**src/rtl/seekval_pkg.sv**
```systemverilog
package seekval_pkg;

    localparam int DIGITS        = 6;
    localparam int FIELDS        = 3;
    localparam int FIELD_W       = 7;
    localparam int SECS_PER_MIN  = 60;
    localparam int FRAMES_PER_SEC = 75;
    localparam int PREROLL       = 4;

    typedef enum logic [3:0] {
        DRV_STOP        = 4'h0,
        DRV_PLAY        = 4'h1,
        DRV_SEEK        = 4'h2,
        DRV_SCAN        = 4'h3,
        DRV_PAUSE       = 4'h4,
        DRV_DOOR_OPEN   = 4'h5,
        DRV_TRAY_MOVING = 4'h8,
        DRV_TOC_READ    = 4'h9,
        DRV_NO_DISC     = 4'hB,
        DRV_LEADOUT     = 4'hC,
        DRV_LEADIN      = 4'hD
    } drive_state_e;

    typedef enum logic [3:0] {
        RPT_ABS       = 4'h0,
        RPT_REL       = 4'h1,
        RPT_TRACK     = 4'h2,
        RPT_TOC_SPAN  = 4'h3,
        RPT_TOC_COUNT = 4'h4,
        RPT_TOC_START = 4'h5,
        RPT_NOT_READY = 4'hF
    } report_fmt_e;

    typedef logic [FIELD_W-1:0] field_t;

    // binary value of a two-digit BCD field
    function automatic field_t bcd_pair(input logic [3:0] tens, input logic [3:0] units);
        return FIELD_W'(tens) * FIELD_W'(10) + FIELD_W'(units);
    endfunction

    // states in which the drive cannot position the head
    function automatic logic state_blocks_cmd(input drive_state_e st);
        return (st == DRV_DOOR_OPEN) || (st == DRV_TRAY_MOVING) ||
               (st == DRV_LEADOUT)   || (st == DRV_LEADIN);
    endfunction

    // report formats that read back table-of-contents data
    function automatic logic fmt_is_toc_lookup(input report_fmt_e f);
        return (f == RPT_TOC_COUNT) || (f == RPT_TOC_START);
    endfunction

endpackage

```
**src/rtl/msf_to_lba.sv**
```systemverilog
module msf_to_lba
    import seekval_pkg::*;
#(
    parameter int ADDR_W = 19
) (
    input  logic [DIGITS-1:0][3:0] digits_i,
    output logic [ADDR_W-1:0]      lba_o
);
    // field 0 = frames, 1 = seconds, 2 = minutes
    field_t fld [FIELDS];

    for (genvar g = 0; g < FIELDS; g++) begin : g_field
        assign fld[g] = bcd_pair(digits_i[2*g+1], digits_i[2*g]);
    end

    logic [ADDR_W-1:0] total_secs;

    always_comb begin
        total_secs = ADDR_W'(fld[2]) * ADDR_W'(SECS_PER_MIN) + ADDR_W'(fld[1]);
        lba_o      = total_secs * ADDR_W'(FRAMES_PER_SEC) + ADDR_W'(fld[0]);
    end
endmodule

```
**src/rtl/seek_admission.sv**
```systemverilog
module seek_admission
    import seekval_pkg::*;
#(
    parameter int ADDR_W = 19
) (
    input  drive_state_e      drive_state_i,
    input  logic              toc_valid_i,
    input  logic [ADDR_W-1:0] lba_i,
    input  logic [ADDR_W-1:0] end_lba_i,
    input  report_fmt_e       fmt_i,
    output logic              reject_o,
    output report_fmt_e       fmt_o
);
    logic state_bad, past_end;

    always_comb begin
        state_bad = state_blocks_cmd(drive_state_i);
        past_end  = (lba_i >= end_lba_i);
        reject_o  = state_bad || !toc_valid_i || past_end;
        // the format is only tidied once the state check has passed
        fmt_o     = (!state_bad && fmt_is_toc_lookup(fmt_i)) ? RPT_ABS : fmt_i;
    end
endmodule

```
**src/rtl/seek_result_regs.sv**
```systemverilog
module seek_result_regs
    import seekval_pkg::*;
#(
    parameter int ADDR_W         = 19,
    parameter int TGT_W          = 20,
    parameter int LEADIN_SECTORS = 150   // must be at least PREROLL
) (
    input  logic              clk,
    input  logic              rst,
    input  logic              cmd_valid_i,
    input  logic              cmd_read_i,
    input  logic              reject_i,
    input  logic [ADDR_W-1:0] lba_i,
    input  drive_state_e      drive_state_i,
    input  report_fmt_e       fmt_i,
    output logic              resp_valid_o,
    output logic              cmd_err_o,
    output logic [TGT_W-1:0]  seek_target_o,
    output logic              seek_active_o,
    output drive_state_e      next_state_o,
    output report_fmt_e       report_fmt_o
);
    localparam int OFFSET = LEADIN_SECTORS - PREROLL;

    logic [TGT_W-1:0] target_calc;
    assign target_calc = TGT_W'(lba_i) + TGT_W'(OFFSET);

    always_ff @(posedge clk) begin
        if (rst) begin
            resp_valid_o  <= 1'b0;
            cmd_err_o     <= 1'b0;
            seek_target_o <= '0;
            seek_active_o <= 1'b0;
            next_state_o  <= DRV_STOP;
            report_fmt_o  <= RPT_ABS;
        end else begin
            resp_valid_o <= cmd_valid_i;
            cmd_err_o    <= cmd_valid_i && reject_i;
            if (cmd_valid_i) begin
                report_fmt_o <= fmt_i;
                if (reject_i) begin
                    next_state_o <= drive_state_i;
                end else begin
                    seek_target_o <= target_calc;
                    seek_active_o <= 1'b1;
                    next_state_o  <= cmd_read_i ? DRV_PLAY : DRV_PAUSE;
                end
            end
        end
    end
endmodule

```
**src/rtl/seek_cmd_validator.sv**
```systemverilog
module seek_cmd_validator
    import seekval_pkg::*;
#(
    parameter int ADDR_W         = 19,
    parameter int LEADIN_SECTORS = 150,
    localparam int TGT_W         = ADDR_W + 1
) (
    input  logic              clk,
    input  logic              rst,
    input  logic              cmd_valid_i,
    input  logic              cmd_read_i,
    input  logic [23:0]       msf_digits_i,
    input  logic [3:0]        drive_state_i,
    input  logic              toc_valid_i,
    input  logic [ADDR_W-1:0] disc_end_lba_i,
    input  logic [3:0]        report_fmt_i,
    output logic              resp_valid_o,
    output logic              cmd_err_o,
    output logic [TGT_W-1:0]  seek_target_o,
    output logic              seek_active_o,
    output logic [3:0]        next_state_o,
    output logic [3:0]        report_fmt_o
);
    logic [DIGITS-1:0][3:0] digits;
    logic [ADDR_W-1:0]      lba_w;
    logic                   reject_w;
    report_fmt_e            fmt_w;
    drive_state_e           state_in;
    drive_state_e           state_q;
    report_fmt_e            fmt_q;

    assign digits   = msf_digits_i;
    assign state_in = drive_state_e'(drive_state_i);

    msf_to_lba #(.ADDR_W(ADDR_W)) u_conv (
        .digits_i (digits),
        .lba_o    (lba_w)
    );

    seek_admission #(.ADDR_W(ADDR_W)) u_admit (
        .drive_state_i (state_in),
        .toc_valid_i   (toc_valid_i),
        .lba_i         (lba_w),
        .end_lba_i     (disc_end_lba_i),
        .fmt_i         (report_fmt_e'(report_fmt_i)),
        .reject_o      (reject_w),
        .fmt_o         (fmt_w)
    );

    seek_result_regs #(
        .ADDR_W(ADDR_W), .TGT_W(TGT_W), .LEADIN_SECTORS(LEADIN_SECTORS)
    ) u_regs (
        .clk           (clk),
        .rst           (rst),
        .cmd_valid_i   (cmd_valid_i),
        .cmd_read_i    (cmd_read_i),
        .reject_i      (reject_w),
        .lba_i         (lba_w),
        .drive_state_i (state_in),
        .fmt_i         (fmt_w),
        .resp_valid_o  (resp_valid_o),
        .cmd_err_o     (cmd_err_o),
        .seek_target_o (seek_target_o),
        .seek_active_o (seek_active_o),
        .next_state_o  (state_q),
        .report_fmt_o  (fmt_q)
    );

    assign next_state_o = state_q;
    assign report_fmt_o = fmt_q;
endmodule

```
**config.mk**
```make
export PLATFORM = sky130hd
export DESIGN_NAME = seek_cmd_validator
export DESIGN_NICKNAME = d
export VERILOG_FILES = /design/src/rtl/seekval_pkg.sv /design/src/rtl/msf_to_lba.sv /design/src/rtl/seek_admission.sv /design/src/rtl/seek_result_regs.sv /design/src/rtl/seek_cmd_validator.sv
export SDC_FILE = /design/constraint.sdc
export NUM_CORES = 1
export LEC_CHECK = 0
export ABC_CLOCK_PERIOD_IN_PS = 18600
export BUFFER_PORTS_ARGS = -buffer_cell sky130_fd_sc_hd__buf_2
export CAP_MARGIN = 20
export CORE_MARGIN = 10
export CORE_UTILIZATION = 55
export CTS_BUF_LIST = sky130_fd_sc_hd__clkbuf_16
export DETAILED_ROUTE_END_ITERATION = 7
export GPL_ROUTABILITY_DRIVEN = 1
export GPL_TIMING_DRIVEN = 0
export HOLD_SLACK_MARGIN = 0.1
export PLACE_DENSITY = 0.78
export REMOVE_ABC_BUFFERS = 1
export SLEW_MARGIN = 20
export SYNTH_ARGS = -nofsm -noshare
export SYNTH_HDL_FRONTEND = slang
export SYNTH_SLANG_ARGS = --single-unit
```
**constraint.sdc**
```tcl
create_clock -name clk -period 18.6 [get_ports clk]
set_input_delay 1.86 -clock clk [delete_from_list [all_inputs] [get_ports clk]]
set_output_delay 1.86 -clock clk [all_outputs]
set_load 0.02 [all_outputs]
```
# [Word-level counts from Yosys, hierarchy flattened]
# Index checks and enable logic that the tools add are counted.
[totals] word_cells=39 out_inout_bits=31 register_bits=31 input_bits=56
[op_classes] muxes=3 bitwise_logic=1 addsub=6 n_eq_ne=6 reduce_logical=11 n_lt_le_gt_ge=1 multipliers=5
[ops] operator="7-bit by 4-bit adder with 7-bit output" count=3
[ops] operator="19-bit by 8-bit adder with 20-bit output, second input constant" count=1
[ops] operator="19-bit by 7-bit adder with 19-bit output" count=1
[ops] operator="19-bit >= comparator" count=1
[ops] operator="19-bit by 7-bit multiplier with 19-bit output, second input constant" count=1
[ops] operator="4-bit by 3-bit multiplier with 6-bit output, second input constant" count=3
[ops] operator="13-bit by 7-bit adder with 14-bit output" count=1
[ops] operator="4-bit by 3-bit equality test with 1-bit output, second input constant" count=3
[ops] operator="4-bit equality test, second input constant" count=3
[ops] operator="7-bit by 4-bit multiplier with 11-bit output, second input constant" count=1
[ops] operator="4-bit two-way mux" count=2
[ops] operator="1-bit logical OR" count=6
[ops] operator="3-bit two-way mux" count=1
[ops] operator="1-bit logical AND" count=2
[ops] operator="1-bit logical NOT" count=2
[ops] operator="2-bit AND reduction" count=1
[ops] operator="1-bit inverter" count=1

# [Longest topological paths before layout]
# Gate-level depths: netlist (run 1).
[depth] depth_word=10 mapped_depth=41 ltp_nobuf=39

# [By module]
# A second synthesis (run 1) with hierarchy kept.
[unflattened] cells_unflattened=643 hier_area_um2=5519.0
[modules_own_cells] mod="msf_to_lba" seq_area_each_um2=0.0 area_each_um2=3634.7 cells_per_inst=412 n_inst=1
[modules_own_cells] mod="seek_result_regs" seq_area_each_um2=620.6 area_each_um2=1365.1 cells_per_inst=159 n_inst=1
[modules_own_cells] mod="seek_admission" seq_area_each_um2=0.0 area_each_um2=519.2 cells_per_inst=72 n_inst=1

# [Worst setup path after synthesis (run 1)]
# No wires, ideal clock.
[synth_path] path_kind="input -> register" start="in msf_digits_i[21]" end="reg u_regs.seek_target_o[5]" path_stages=37 path_buffers=1 setup_ns=0.129 setup_slack_ns=7.897 required_ns=18.471 t_arrival_ns=10.574 cell_sequence="ha_1 ha_1 inv_1 fa_1 xor2_2 xnor2_1 xnor2_1 fa_1 inv_1 ha_1 a21o_1 o21bai_1 xnor2_1 a311oi_1 and2_1 xor2_1 ha_1 ha_1 fa_1 inv_1 fa_1 inv_1 ha_1 nand2_1 a211oi_1 o211ai_1 o21ai_0 a31oi_1 xnor2_4 ha_1 nand4_1 nor2_1 a211o_1 nor2_1 clkbuf_1 mux2i_1 nor2_1"
[synth_via] elab_chain_cells=10 word_cells_on_any_way=11 cone_classes="add/sub: 4; mul: 3; order compare: 1; bitwise: 1; reduce/logical: 2"
[synth_lines] element="start: declaration" line="seek_cmd_validator.sv:12" source="input logic [23:0] msf_digits_i,"
[synth_lines] element="4-bit by 3-bit multiplier with 6-bit output (*)" line="seekval_pkg.sv:38" source="return FIELD_W'(tens) * FIELD_W'(10) + FIELD_W'(units);"
[synth_lines] element="7-bit by 4-bit adder with 7-bit output (*)" line="seekval_pkg.sv:38"
[synth_lines] element="7-bit by 4-bit multiplier with 11-bit output (*)" line="msf_to_lba.sv:19" source="total_secs = ADDR_W'(fld[2]) * ADDR_W'(SECS_PER_MIN) + ADDR_W'(fld[1]);"
[synth_lines] element="13-bit by 7-bit adder with 14-bit output (*)" line="msf_to_lba.sv:19"
[synth_lines] element="19-bit by 7-bit multiplier with 19-bit output (*)" line="msf_to_lba.sv:20" source="lba_o = total_secs * ADDR_W'(FRAMES_PER_SEC) + ADDR_W'(fld[0]);"
[synth_lines] element="19-bit by 7-bit adder with 19-bit output (*)" line="msf_to_lba.sv:20"
[synth_lines] element="19-bit >= comparator" line="seek_admission.sv:18" source="past_end = (lba_i >= end_lba_i);"
[synth_lines] element="1-bit logical OR" line="seek_admission.sv:19" source="reject_o = state_bad || !toc_valid_i || past_end;"
[synth_lines] element="1-bit inverter (no line)"
[synth_lines] element="2-bit AND reduction (no line)"
[synth_lines] element="end signal: assignment" line="seek_result_regs.sv:44" source="seek_target_o <= target_calc;"
[synth_lines] element="end: declaration" line="seek_result_regs.sv:18" source="output logic [TGT_W-1:0] seek_target_o,"
# Mark *: on every way between the ends. The rest lies on a longest branch, timed or not.
# A chain may end at the register's enable or synchronous reset.

# [Worst setup path in the final report (run 1)]
[layout_path] start="in msf_digits_i[21]" end="reg u_regs.seek_target_o[10]"
# The elaborated chain is that of the path after synthesis.

==> impl_metrics.csv, run 1 <==
group,metric,value,unit
grt,via_count_of_the_first_global_routing_pass,4932,
clock_tree,post_cts_buffers,0,
route,post_drt_via_cell_ratio,5.409,
setup_path,worst_r2r_startpoint,"u_regs.next_state_o[3]",
setup_path,setup.worst_path.end_class,"flip-flop",
setup_path,cp_slowest_stage_delay,0.54,ns
clock_tree,numCtsBuffers,5,
setup_path,worstSetupStartpoint,"msf_digits_i[21]",
sta,hold_viol_final,0,
route,firstDrtPassIters,4,
status,run_status,"complete, no violations",
clock_tree,cts_sinks,31,
min_path,launch_point_of_the_worst_hold_path,"u_regs.seek_target_o[19]",
sta,worstMarginPinSlew,0.6404,ns
floorplan,die_h,122.0,µm
finish,most-common-layout-cells,"120 x inv_1, 118 x ha_1, 86 x buf_2",
grt,grt-ovfl-total,0,
yosys,ys_async_sr_fraction,0,
floorplan,io_pins,87,
finish,num-nets-final,964,
finish,ff_latch_area,620.6,µm²
floorplan,dieArea,14880,µm²
setup_path,worst_setup_path_start_kind,"input port",
grt,grt_usage,0.1663,
setup_path,worstPathBufferInverterCount,6,
finish,insertedDiodeCount,0,
yosys,synthTopCellsByArea,"ha_1 26%, fa_1 14%, dfxtp_1 11%",
sta,slew_violations,0,
setup_path,cp_common_cell,"ha_1",
finish,layout.cells.most_common,"inv_1",
route,dr_total_vias,4792,
yosys,post_synth_inst_count,670,
route,drt_drc_violations_left,0,
setup_path,reg2regPathDepth,3,
route,ant_nets,0,
yosys,sequential_element_share_of_the_synthesized_area,0.1085,
route,finalWirelength,12160,µm
finish,finish.instance_area,6416,µm²
setup_path,worstPathRequired,18.78,ns
clock_tree,clkTransAtPathRegs,0.05,ns
setup_path,worst_r2r_endpoint,"u_regs.next_state_o[3]",
finish,multi_input_area,4596,µm²
sta,layout_worst_path_cycle_share,0.6298,
yosys,avgSynthCellArea,8.536,µm²
setup_path,worst_path_dominant_cell_family,"adder cells",
yosys,ys_types,58,
floorplan,coreArea,10230,µm²
sta,unrepaired_setup_endpoints_after_global_routing,"false",
floorplan,initial_utilization,0.5590,
floorplan,die-width,122.0,µm
yosys,synth_flop_cell,"dfxtp_1",
setup_path,timing.critical_path.fanout_max,19,
clock_tree,cts_resized,0,
clock_tree,insertion_delay_to_the_later_sink_of_the_worst_skew_pair,0.27,ns
clock_tree,cts-hold-fix-buffers,0,
sta,final-setup-viol-count,0,
setup_path,criticalPathCategory,"in2reg",
placed_design,finalWeightedCongestion,0.8883,
job,maxCapViolations,0,
setup_path,endpoint,"u_regs.seek_target_o[10]",
sta,worst_clock_skew,0,ns
setup_path,r2r_setup_slack,17.85,ns
placed_design,place_area,6282,µm²
yosys,synth.cell_area,5719,µm²
setup_path,timing.critical_path.arrival,11.90,ns
grt,grt_max_degree,30,
yosys,post-synth-top-area-fraction,0.2581,
clock_tree,tritoncts_clock_tree,"done",
setup_path,slowest_stage,"fa_1",
floorplan,num_rows,37,
yosys,synthesis.yosys.warnings,0,
min_path,hold_path.class,"reg2reg",
finish,drive_above_1_share,0.1440,
placed_design,dp.final_hpwl,10510,µm
clock_tree,htree_num_levels,2,
yosys,synth_top_cell_by_area,"ha_1",
finish,flow.area_growth_from_synthesis,12.19,%
grt,grt_pass1_wl,21450,µm
route,avgRoutedWirePerCell,13.72,µm
sta,totalNegativeSetupSlack,0,ns
clock_tree,max_root_sink_buffers,2,
sta,relSlewSlack,0.5663,
grt,antenna_found_initial,0,
yosys,synth_enable_flop_cells,0,
clock_tree,cts_root_buffer,"clkbuf_16",
sta,max_clock_freq,85.37,MHz
sta,finalWorstPathRequiredPeriod,11.71,ns
placed_design,buffer_ports.inserted,86,
finish,fillerInstances,867,
yosys,synth.ff_latch_count,31,
route,detailedRoute.firstIterationViolations,226,
setup_path,worstSetupPathDepth,38,
finish,fin_util,0.6271,
-- cell families after synthesis --
| family | synth area share |
|---|---|
| adders and majority gates | 0.3982 |
| AOI/OAI and AO/OA | 0.1606 |
| xor gates and xnor gates | 0.1019 |
| muxes | 0.01750 |
| buffers and inverters | 0.08838 |
| and+or+nand+nor | 0.1249 |
| DFF | 0.1085 |
-- flip-flops by register name, indices dropped and copies added, names as in the netlist --
name,cells
u_regs.seek_target_o,20
u_regs.next_state_o,4
u_regs.report_fmt_o,4
u_regs.cmd_err_o,1
u_regs.resp_valid_o,1
u_regs.seek_active_o,1
-- cell type report --
type	instances	area share
inverters	120	0.07020
clock inverters	2	0.001365
clock buffers	5	0.01950
multi-input cells	505	0.7163
repair buffers	87	0.06942
flip-flops and latches	31	0.09672
well taps	136	0.02652
-- synth_stat cells (all sizes together), types with 18 or more instances --
library cell,number
dfxtp,31
nor2,55
inv,120
xor2,18
ha,118
fa,40
nand2,29
a211oi,18
xnor2,42
a21o,25
a21oi,29
-- worst min path at each step --
stage	slack [ns]	cells after the start	endpoint
final	0.47	2	u_regs.seek_target_o[19]
after global placement	0.45	2	u_regs.seek_active_o
after CTS	0.46	2	u_regs.seek_target_o[19]
after global routing	0.49	1	u_regs.report_fmt_o[2]
after floorplan	0.52	2	u_regs.seek_target_o[19]
after detailed placement	0.46	2	u_regs.seek_target_o[19]
-- metal layers --
layer / vias to the layer above / wire (µm) / track usage
met5: - / 0 / 0
met1: 2244 / 5523 / 0.2045
met2: 98 / 5977 / 0.3018
li1: 2440 / - / -
met3: 10 / 532 / 0.02313
met4: 0 / 123 / 0.03130
-- tightest hold or removal path: cells and delay by family, from the launching register on --
family / cells / cell delay (ns)
compound gates: 1 / 0.05
flops: 1 / 0.31
simple gates: 1 / 0.05
-- through the flow --
stage | hold WS [ns] | instances | worst slack [ns]
floorplan | 0.5241 | 656 | 7.261
global placement | 0.4455 | 878 | 6.140
CTS | 0.4637 | 886 | 6.889
global route | 0.4888 | 886 | 6.162
detailed placement | 0.4573 | 879 | 6.630
finish | 0.4671 | 886 | 6.886
Power of run 1 is not shown: default switching activity piles up to over one toggle a cycle in this logic, so the estimate is an artifact.
==> run 2, diff against run 1 <==
--- a/config.mk
+++ b/config.mk
@@ -5,17 +5,17 @@
 export SDC_FILE = /design/constraint.sdc
 export NUM_CORES = 1
 export LEC_CHECK = 0
-export ABC_CLOCK_PERIOD_IN_PS = 18600
+export ABC_CLOCK_PERIOD_IN_PS = 10700
 export BUFFER_PORTS_ARGS = -buffer_cell sky130_fd_sc_hd__buf_2
 export CAP_MARGIN = 20
 export CORE_MARGIN = 10
-export CORE_UTILIZATION = 55
+export CORE_UTILIZATION = 54
 export CTS_BUF_LIST = sky130_fd_sc_hd__clkbuf_16
 export DETAILED_ROUTE_END_ITERATION = 7
 export GPL_ROUTABILITY_DRIVEN = 1
 export GPL_TIMING_DRIVEN = 0
 export HOLD_SLACK_MARGIN = 0.1
-export PLACE_DENSITY = 0.78
+export PLACE_DENSITY = 0.79
 export REMOVE_ABC_BUFFERS = 1
 export SLEW_MARGIN = 20
 export SYNTH_ARGS = -nofsm -noshare
==> constraint.sdc (replaced) <==
create_clock -name clk -period 10.7 [get_ports clk]
set_input_delay 1.07 -clock clk [delete_from_list [all_inputs] [get_ports clk]]
set_output_delay 1.07 -clock clk [all_outputs]
set_load 0.02 [all_outputs]
==> run 2 against run 1 <==
Compared with the run above: via count down 1.3%; first-iteration DRC count increased by 8.0%; cell count is 0.45% higher; routed wire length increased by 0.53%; critical path type unchanged; global-route usage is 0.62 points lower; critical endpoint is now u_regs.seek_target_o[6].
==> impl_metrics.csv, run 2 (synthesis results as in run 1) <==
group,metric,value,unit
grt,grt_max_degree,30,
clock_tree,max_root_sink_buffers,2,
min_path,timing.hold.worst_endpoint,"u_regs.seek_active_o",
finish,top_regs,"u_regs.seek_target_o: 20 flops, u_regs.next_state_o: 4 flops, u_regs.report_fmt_o: 4 flops",
floorplan,die_h,122.9,µm
floorplan,io_pins,87,
finish,layout.cells.most_common,"inv_1",
sta,final-setup-viol-count,0,
route,drt_drc_violations_left,0,
clock_tree,insertion_delay_to_the_later_sink_of_the_worst_skew_pair,0.27,ns
finish,most-common-layout-cells,"120 x inv_1, 118 x ha_1, 86 x buf_2",
grt,antenna_found_initial,0,
grt,grtUsageMet1,0.2006,
clock_tree,cts_root_buffer,"clkbuf_16",
finish,flow.area_growth_from_synthesis,13.63,%
floorplan,initial_utilization,0.5540,
grt,via_count_of_the_first_global_routing_pass,4773,
grt,grt_usage,0.1601,
sta,worst_clock_skew,0,ns
min_path,launch_point_of_the_worst_hold_path,"u_regs.seek_active_o",
setup_path,setup.worst_path.end_class,"flip-flop",
floorplan,num_rows,37,
placed_design,buffer_ports.inserted,86,
sta,layout_worst_path_cycle_share,0.9382,
finish,drive_above_1_share,0.1538,
sta,relSlewSlack,0.5424,
clock_tree,htree_num_levels,2,
status,run_status,"complete, no violations",
finish,biggest_register,"u_regs.seek_target_o",
setup_path,worst_setup_path_start_kind,"input port",
setup_path,worstPathRequired,10.87,ns
grt,global_route.peak_usage_layer,"met2",
setup_path,reg2regPathDepth,3,
grt,met2_usage,0.2885,
clock_tree,cts_sinks,31,
sta,finalWorstPathRequiredPeriod,10.04,ns
floorplan,dieArea,15110,µm²
route,dr_total_vias,4729,
finish,largest_reg_flops,20,
floorplan,coreArea,10320,µm²
floorplan,die-width,122.9,µm
grt,grt-ovfl-total,0,
min_path,timing.hold.worst_path_depth,2,
sta,hold_viol_final,0,
min_path,hold_path.class,"reg2reg",
route,finalWirelength,12220,µm
setup_path,slowest_stage,"fa_1",
setup_path,worst_r2r_endpoint,"u_regs.next_state_o[1]",
route,avgRoutedWirePerCell,13.73,µm
route,ant_nets,0,
clock_tree,tritoncts_clock_tree,"done",
setup_path,cp_common_cell,"ha_1",
sta,timing.hold.ws,0.4644,ns
route,firstDrtPassIters,4,
route,detailedRoute.firstIterationViolations,244,
placed_design,dp.final_hpwl,10640,µm
setup_path,worst_r2r_startpoint,"u_regs.next_state_o[1]",
grt,gr-usage-met3,0.02689,
route,post_drt_via_cell_ratio,5.313,
clock_tree,clkTransAtPathRegs,0.05,ns
setup_path,criticalPathCategory,"in2reg",
finish,insertedDiodeCount,0,
finish,num-nets-final,967,
sta,slew_violations,0,
setup_path,cp_slowest_stage_delay,0.59,ns
clock_tree,numCtsBuffers,5,
sta,worstMarginPinSlew,0.6803,ns
job,maxCapViolations,0,
clock_tree,cts-hold-fix-buffers,0,
grt,grt_pass1_wl,20910,µm
placed_design,finalWeightedCongestion,0.8621,
setup_path,timing.critical_path.arrival,10.21,ns
sta,max_clock_freq,99.61,MHz
finish,fillerInstances,876,
setup_path,timing.critical_path.fanout_max,10,
setup_path,r2r_setup_slack,9.92,ns
run 2: area by class of cell:
type	count	area [µm²]	share of cell area
Clock buffer	5	125.1	0.01925
Clock inverter	3	38.79	0.005968
Inverter	120	450.4	0.06931
Multi-Input combinational cell	505	4626	0.7118
Sequential cell	31	620.6	0.09549
Tap cell	136	170.2	0.02618
Timing Repair Buffer	90	467.9	0.07201
run 2: how the worst max path moves through the flow:
stage / startpoint / endpoint / slack, ns / depth (start not counted)
CTS: msf_digits_i[20] / u_regs.seek_target_o[10] / 0.02 / 38
finish: msf_digits_i[21] / u_regs.seek_target_o[6] / 0.66 / 36
floorplan: msf_digits_i[21] / u_regs.seek_target_o[2] / 0.15 / 36
global placement: msf_digits_i[20] / u_regs.seek_target_o[19] / -1.00 / 37
detailed placement: msf_digits_i[21] / u_regs.seek_target_o[14] / -0.44 / 38
global route: msf_digits_i[21] / u_regs.seek_target_o[6] / -0.003 / 39
run 2: routing by layer:
metal,up-vias,share of wire
li1,2451,-
met1,2194,0.44
met2,78,0.50
met3,6,0.050
met4,0,0.0057
met5,-,0
run 2: through the flow:
step	util	instance area (µm²)	std cells	TNS, ns	setup slack, ns
finish	0.6295	6499	890	0	0.6609
global route	0.6295	6499	890	-0.003126	-0.003126
CTS	0.6249	6451	887	0	0.02052
detailed placement	0.6085	6282	879	-5.872	-0.4374
global placement	0.6068	6265	878	-16.84	-1.002
floorplan	-	5664	656	0	0.1511
run 2: timing repair:
| item | in CTS | in global routing |
|---|---|---|
| resized for setup | 1 | 5 |
| pin swaps | 0 | 2 |
| endpoints found under the setup margin | 10 | 26 |
| setup buffers | 0 | 3 |
run 2: worst max-delay path: cells and delay by family:
family,cells,cell delay (ns)
AO/OA/AOI/OAI,8,2.05
XOR/XNOR,4,0.91
adder cells (fa/ha/maj),11,4.27
buffers and inverters,6,0.52
AND/OR/NAND/NOR,7,1.36
Power of run 2 is left out for the same reason.
